$ cat config.mk
export PLATFORM = sky130hd
export DESIGN_NAME = pt2_walker
export DESIGN_NICKNAME = d
export VERILOG_FILES = /design/src/rtl/pt2_walk_pkg.sv /design/src/rtl/pt2_walk_pte_dec.sv /design/src/rtl/pt2_walk_datapath.sv /design/src/rtl/pt2_walk_fsm.sv /design/src/rtl/pt2_walker.sv
export SDC_FILE = /design/constraint.sdc
export NUM_CORES = 1
export LEC_CHECK = 0
export ABC_AREA = 1
export BUFFER_PORTS_ARGS = -buffer_cell sky130_fd_sc_hd__buf_2
export CORE_ASPECT_RATIO = 0.7
export CORE_MARGIN = 4
export CORE_UTILIZATION = 55
export CTS_BUF_LIST = sky130_fd_sc_hd__clkbuf_8
export DETAILED_ROUTE_END_ITERATION = 10
export PLACE_DENSITY = 0.92
export RECOVER_POWER = 100
export SLEW_MARGIN = 20
export SYNTH_ARGS = -nofsm -noshare
export SYNTH_HDL_FRONTEND = slang
export SYNTH_SLANG_ARGS = --single-unit
$ cat constraint.sdc
create_clock -name clk -period 4.4 [get_ports clk]
set_input_delay 1.32 -clock clk [delete_from_list [all_inputs] [get_ports clk]]
set_output_delay 1.32 -clock clk [all_outputs]
set_load 0.05 [all_outputs]
$ cat src/rtl/pt2_walk_pkg.sv
package pt2_walk_pkg;

    typedef enum logic [2:0] {
        ST_IDLE,
        ST_MREQ,
        ST_MWAIT,
        ST_SREQ,
        ST_SWAIT,
        ST_DONE,
        ST_FAULT
    } walk_state_e;

endpackage

$ cat src/rtl/pt2_walk_pte_dec.sv
module pt2_walk_pte_dec #(
    parameter int PTE_W = 32,
    parameter int OFF_W = 12
) (
    input  logic [PTE_W-1:0]       raw,
    output logic                   ent_valid,
    output logic [PTE_W-OFF_W-1:0] ent_ppn
);

    // Attribute bits between the valid flag and the page number are not decoded.
    logic attr_unused;

    assign ent_valid   = raw[0];
    assign ent_ppn     = raw[PTE_W-1:OFF_W];
    assign attr_unused = ^raw[OFF_W-1:1];

endmodule

$ cat src/rtl/pt2_walk_datapath.sv
module pt2_walk_datapath #(
    parameter int VA_W      = 32,
    parameter int PA_W      = 32,
    parameter int IDX_W     = 10,
    parameter int OFF_W     = 12,
    parameter int ENT_SHIFT = 2
) (
    input  logic                  clk,
    input  logic                  rst_n,
    input  logic                  cap_req,
    input  logic [VA_W-1:0]       req_vaddr,
    input  logic [PA_W-1:0]       root_base,
    input  logic                  cap_tbl,
    input  logic                  cap_frame,
    input  logic [PA_W-OFF_W-1:0] ent_ppn,
    input  logic                  sel_sec,
    output logic [PA_W-1:0]       mem_addr,
    output logic [PA_W-1:0]       paddr
);

    localparam int PPN_W = PA_W - OFF_W;
    localparam int MHI   = VA_W - 1;
    localparam int SHI   = VA_W - IDX_W - 1;

    logic [VA_W-1:0]  va_q;
    logic [PPN_W-1:0] root_q;
    logic [PPN_W-1:0] tbl_q;
    logic [PPN_W-1:0] frame_q;
    logic [PA_W-1:0]  lvl_addr [2];
    logic             root_unused;

    assign root_unused = ^root_base[OFF_W-1:0];

    function automatic logic [PA_W-1:0] ent_addr(input logic [PPN_W-1:0] tb,
                                                 input logic [IDX_W-1:0] ix);
        logic [PA_W-1:0] scaled;
        scaled = PA_W'(ix) << ENT_SHIFT;
        return {tb, {OFF_W{1'b0}}} | scaled;
    endfunction

    always_ff @(posedge clk or negedge rst_n) begin
        if (!rst_n) begin
            va_q    <= '0;
            root_q  <= '0;
            tbl_q   <= '0;
            frame_q <= '0;
        end else begin
            if (cap_req) begin
                va_q   <= req_vaddr;
                root_q <= root_base[PA_W-1:OFF_W];
            end
            if (cap_tbl)
                tbl_q <= ent_ppn;
            if (cap_frame)
                frame_q <= ent_ppn;
        end
    end

    // One address former per table level.
    for (genvar g = 0; g < 2; g++) begin : g_level
        if (g == 0) begin : g_dir
            assign lvl_addr[g] = ent_addr(root_q, va_q[MHI -: IDX_W]);
        end else begin : g_leaf
            assign lvl_addr[g] = ent_addr(tbl_q, va_q[SHI -: IDX_W]);
        end
    end

    assign mem_addr = sel_sec ? lvl_addr[1] : lvl_addr[0];
    assign paddr    = {frame_q, va_q[OFF_W-1:0]};


    leaf_base_chk: assert property (@(posedge clk) disable iff (!rst_n)
        cap_tbl |=> (sel_sec && mem_addr[PA_W-1:OFF_W] == $past(ent_ppn)));


    paddr_form_chk: assert property (@(posedge clk) disable iff (!rst_n)
        cap_frame |=> (paddr[PA_W-1:OFF_W] == $past(ent_ppn) &&
                       paddr[OFF_W-1:0] == $past(va_q[OFF_W-1:0])));

endmodule

$ cat src/rtl/pt2_walk_fsm.sv
module pt2_walk_fsm
    import pt2_walk_pkg::*;
(
    input  logic clk,
    input  logic rst_n,
    input  logic req_valid,
    output logic req_ready,
    input  logic mem_req_ready,
    output logic mem_req_valid,
    input  logic mem_rsp_valid,
    input  logic ent_valid,
    output logic sel_sec,
    output logic cap_req,
    output logic cap_tbl,
    output logic cap_frame,
    output logic done,
    output logic fault,
    output logic fault_level
);

    walk_state_e state_q, state_d;

    always_comb begin
        state_d = state_q;
        unique case (state_q)
            ST_IDLE:  if (req_valid)     state_d = ST_MREQ;
            ST_MREQ:  if (mem_req_ready) state_d = ST_MWAIT;
            ST_MWAIT: if (mem_rsp_valid) state_d = ent_valid ? ST_SREQ : ST_FAULT;
            ST_SREQ:  if (mem_req_ready) state_d = ST_SWAIT;
            ST_SWAIT: if (mem_rsp_valid) state_d = ent_valid ? ST_DONE : ST_FAULT;
            ST_DONE:  state_d = ST_IDLE;
            ST_FAULT: state_d = ST_IDLE;
            default:  state_d = ST_IDLE;
        endcase
    end

    always_ff @(posedge clk or negedge rst_n) begin
        if (!rst_n) begin
            state_q     <= ST_IDLE;
            fault_level <= 1'b0;
        end else begin
            state_q <= state_d;
            if (mem_rsp_valid && !ent_valid) begin
                if (state_q == ST_MWAIT) fault_level <= 1'b0;
                if (state_q == ST_SWAIT) fault_level <= 1'b1;
            end
        end
    end

    always_comb begin
        req_ready     = 1'b0;
        mem_req_valid = 1'b0;
        sel_sec       = 1'b0;
        cap_req       = 1'b0;
        cap_tbl       = 1'b0;
        cap_frame     = 1'b0;
        done          = 1'b0;
        fault         = 1'b0;
        unique case (state_q)
            ST_IDLE: begin
                req_ready = 1'b1;
                cap_req   = req_valid;
            end
            ST_MREQ:  mem_req_valid = 1'b1;
            ST_MWAIT: cap_tbl = mem_rsp_valid && ent_valid;
            ST_SREQ: begin
                mem_req_valid = 1'b1;
                sel_sec       = 1'b1;
            end
            ST_SWAIT: cap_frame = mem_rsp_valid && ent_valid;
            ST_DONE:  done  = 1'b1;
            ST_FAULT: fault = 1'b1;
            default:  req_ready = 1'b0;
        endcase
    end


    dir_fault_chk: assert property (@(posedge clk) disable iff (!rst_n)
        (state_q == ST_MWAIT && mem_rsp_valid && !ent_valid) |=>
            (fault && !fault_level));


    leaf_fault_chk: assert property (@(posedge clk) disable iff (!rst_n)
        (state_q == ST_SWAIT && mem_rsp_valid && !ent_valid) |=>
            (fault && fault_level));


    busy_after_accept_chk: assert property (@(posedge clk) disable iff (!rst_n)
        (req_valid && req_ready) |=> !req_ready);


    done_fault_excl_chk: assert property (@(posedge clk) disable iff (!rst_n)
        !(done && fault));


    done_pulse_chk: assert property (@(posedge clk) disable iff (!rst_n)
        done |=> !done);


    fault_pulse_chk: assert property (@(posedge clk) disable iff (!rst_n)
        fault |=> !fault);

endmodule

$ cat src/rtl/pt2_walker.sv
module pt2_walker #(
    parameter int VA_W      = 32,
    parameter int PA_W      = 32,
    parameter int IDX_W     = 10,
    parameter int OFF_W     = 12,
    parameter int ENT_SHIFT = 2
) (
    input  logic            clk,
    input  logic            rst_n,
    input  logic            req_valid,
    output logic            req_ready,
    input  logic [VA_W-1:0] req_vaddr,
    input  logic [PA_W-1:0] root_base,
    output logic            mem_req_valid,
    input  logic            mem_req_ready,
    output logic [PA_W-1:0] mem_req_addr,
    input  logic            mem_rsp_valid,
    input  logic [PA_W-1:0] mem_rsp_data,
    output logic            walk_done,
    output logic            walk_fault,
    output logic            fault_level,
    output logic [PA_W-1:0] walk_paddr
);

    localparam int PPN_W = PA_W - OFF_W;

    logic             ent_valid;
    logic [PPN_W-1:0] ent_ppn;
    logic             sel_sec;
    logic             cap_req;
    logic             cap_tbl;
    logic             cap_frame;

    pt2_walk_pte_dec #(
        .PTE_W (PA_W),
        .OFF_W (OFF_W)
    ) u_dec (
        .raw       (mem_rsp_data),
        .ent_valid (ent_valid),
        .ent_ppn   (ent_ppn)
    );

    pt2_walk_fsm u_fsm (
        .clk           (clk),
        .rst_n         (rst_n),
        .req_valid     (req_valid),
        .req_ready     (req_ready),
        .mem_req_ready (mem_req_ready),
        .mem_req_valid (mem_req_valid),
        .mem_rsp_valid (mem_rsp_valid),
        .ent_valid     (ent_valid),
        .sel_sec       (sel_sec),
        .cap_req       (cap_req),
        .cap_tbl       (cap_tbl),
        .cap_frame     (cap_frame),
        .done          (walk_done),
        .fault         (walk_fault),
        .fault_level   (fault_level)
    );

    pt2_walk_datapath #(
        .VA_W      (VA_W),
        .PA_W      (PA_W),
        .IDX_W     (IDX_W),
        .OFF_W     (OFF_W),
        .ENT_SHIFT (ENT_SHIFT)
    ) u_dp (
        .clk       (clk),
        .rst_n     (rst_n),
        .cap_req   (cap_req),
        .req_vaddr (req_vaddr),
        .root_base (root_base),
        .cap_tbl   (cap_tbl),
        .cap_frame (cap_frame),
        .ent_ppn   (ent_ppn),
        .sel_sec   (sel_sec),
        .mem_addr  (mem_req_addr),
        .paddr     (walk_paddr)
    );


    mem_req_hold_chk: assert property (@(posedge clk) disable iff (!rst_n)
        (mem_req_valid && !mem_req_ready) |=>
            (mem_req_valid && $stable(mem_req_addr)));

endmodule

==> impl_metrics.ini <==
[power]
power_mw = 4.54
p_per_area_nw_per_um2 = 885
leakagePower_nw = 2.83
vdd_ir_drop_max_v = 0.000646

[placement]
place_inst = 745
dp.final_hpwl_um = 7750
port_buffers = 144
postPlaceCellArea_um2 = 5050
gp_congestion = 0.830
preCtsSetupSlack_ns = 1.17

[global_routing]
grt_usage_pct = 23.9
grt_pass1_vias = 3824
grt_max_degree = 84
antenna_found_initial = 0
grt_pass1_wl_um = 18200
grt-ovfl-total = 0

[synthesis]
synth_area_leaders = dfrtp_1, nand2_1, nand3_1, o21ai_0, buf_6
syn_avg_cell_area_um2 = 8.37
synth_cell_type_count = 24
synth_top_area_cell = dfrtp_1
yosys_warnings = 0
synth-edff-count = 0
async_flop_share_pct = 100
synth_most_common_cell = nand2_1
ys_ff_latch = 96
synth_commonest_cells = nand2_1, dfrtp_1, nand3_1, o21ai_0, inv_1
syn-instance-count = 533
ys.flop_type = dfrtp_1
netlist.area_leader.share_pct = 53.9
yosysSeqAreaShare_pct = 53.9
synth_area_um2 = 4460

[clocking]
post_cts_buffers = 0
clk_latency_ns = 0.36
clkSinkCount = 96
ctsResizeCount = 0
cts_hold_buf = 0
cts_buffer_depth = 2
ctsRootBufferMaster = clkbuf_8
cts_tree = yes
cts_made_buffers = 9
cts.clk_slew.worst_paths_ns = 0.09
htreeDepth = 3

[sta]
hold_viol = 0
layout_min_cycle_time_ns = 3.88
finalCritPeriodShare_pct = 88.2
holdWs_ns = 0.477
report.final.slew_viol_count = 138
skew_ns = 0.00423
worst_pin_slew_ns = 2.03
finalSetupViolations = 0
finalSetupTns_ns = 0
max_slew_margin_pct = -35.3
timing.fmax_ghz = 0.258
rsz0062_at_grt = no
fin_ws_ns = 0.518

[outcome]
violations = max-capacitance violations, max-slew violations
status = finished, violations left

[die]
initial_core_util_pct = 56.7
io_pins = 170
core_area_um2 = 7870
die_h_um = 83.3
die_w_um = 116
die_area_um2 = 9640
fp-row-count = 27

[layout]
multiInputGateArea_um2 = 1600
post-route-util_pct = 65.2
syn_to_final_growth_pct = 15.0
nFillCells = 726
nets = 756
seq_area_um2 = 2400
finalNonFillerCells = 761
n_antenna_cell = 0
postLayoutCellArea_um2 = 5130
post_route_cells_drive_above_1_share_pct = 16.2

[worst_setup_path]
required_ns = 3.08
crit_path_end_kind = output pin
crit_path_max_fanout = 53
crit_arrival_ns = 2.56
worstSetupPathType = reg -> out
start_kind = flip-flop

[drt]
dr.pass1.iters = 5
ant_nets = 0
wl_per_cell_um = 14.4
via_count = 3953
viasPerCell = 5.19
drc_errors = 0
detail_route.wirelength_um = 10900
drt-initial-drc-count = 267

[job]
maxCapViolCount = 2

[hold_path]
min_path_type = reg -> reg
[final timing paths]
kind                                              start                             to  slack [ns]  cells past startpoint
setup / recovery           u_fsm.state_q[1]$_DFFE_PN0P_                      req_ready        0.52                      4
hold / removal                 u_dp.va_q[8]$_DFFE_PN0P_       u_dp.va_q[8]$_DFFE_PN0P_        0.48                      2
setup reg to reg           u_fsm.state_q[1]$_DFFE_PN0P_      u_dp.va_q[15]$_DFFE_PN0P_        1.01                      6
hold reg to reg                u_dp.va_q[8]$_DFFE_PN0P_       u_dp.va_q[8]$_DFFE_PN0P_        0.48                      2
max in group asynchronous                         rst_n  u_fsm.fault_level$_DFFE_PN0P_        1.31                      2
min in group asynchronous                         rst_n      u_dp.tbl_q[1]$_DFFE_PN0P_        1.50                      1
[report_power, final]
part | internal [mW] | total, mW | leakage (nW) | switching (mW)
Combinational | 0.470 | 2.37 | 1.52 | 1.90
Clock | 0.332 | 0.626 | 0.110 | 0.293
Sequential | 1.28 | 1.54 | 1.21 | 0.261
Total | 2.08 | 4.54 | 2.83 | 2.46
[critical path, cell delays in order (launching register included)]
cell,delay [ns]
dfrtp_1,0.65
nor2_1,0.48
nand2_2,0.13
inv_4,0.39
clkbuf_1,0.52
[state kept, by name, indices dropped and copies added (netlist names)]
signal             cells
u_fsm.fault_level      1
u_dp.root_q           20
u_dp.frame_q          20
u_dp.tbl_q            20
u_dp.va_q             32
u_fsm.state_q          3
[area by class of cell]
| type | count | share of cell area [%] |
|---|---|---|
| Sequential cell | 96 | 46.8 |
| Tap cell | 101 | 2.46 |
| Inverter | 31 | 2.37 |
| Timing Repair Buffer | 147 | 12.9 |
| Clock inverter | 6 | 1.63 |
| Clock buffer | 10 | 2.68 |
| Multi-Input combinational cell | 370 | 31.2 |
[layer usage]
| metal | GRT usage, % | share of wire [%] | vias up |
|---|---|---|---|
| met5 | 0 | 0 | - |
| li1 | - | - | 1920 |
| met2 | 38.4 | 49 | 129 |
| met3 | 6.77 | 7.2 | 19 |
| met4 | 8.75 | 2.1 | 0 |
| met1 | 30.9 | 42 | 1885 |
[cell usage in the layout (no fill, tap or decap), drive strengths merged]
cell	instances
conb	2
nor2	7
clkinvlp	2
inv	32
clkinv	1
nand3	91
o21ai	42
nand2	224
clkbuf	76
bufinv	2
nor3	1
dfrtp	96
a21oi	1
buf	81
nand4	2
[kinds of logic (layout without fill, tap and decap cells)]
family / after synthesis / count (layout) / share of synthesized area (%)
AND/OR/NAND/NOR: 325 / 325 / 32.1
flip-flops: 96 / 96 / 53.9
buffers and inverters: 68 / 194 / 9.06
AO/OA/AOI/OAI: 43 / 43 / 4.91
other: 1 / 2 / 0.0841
(Power assumes the default switching activity.)
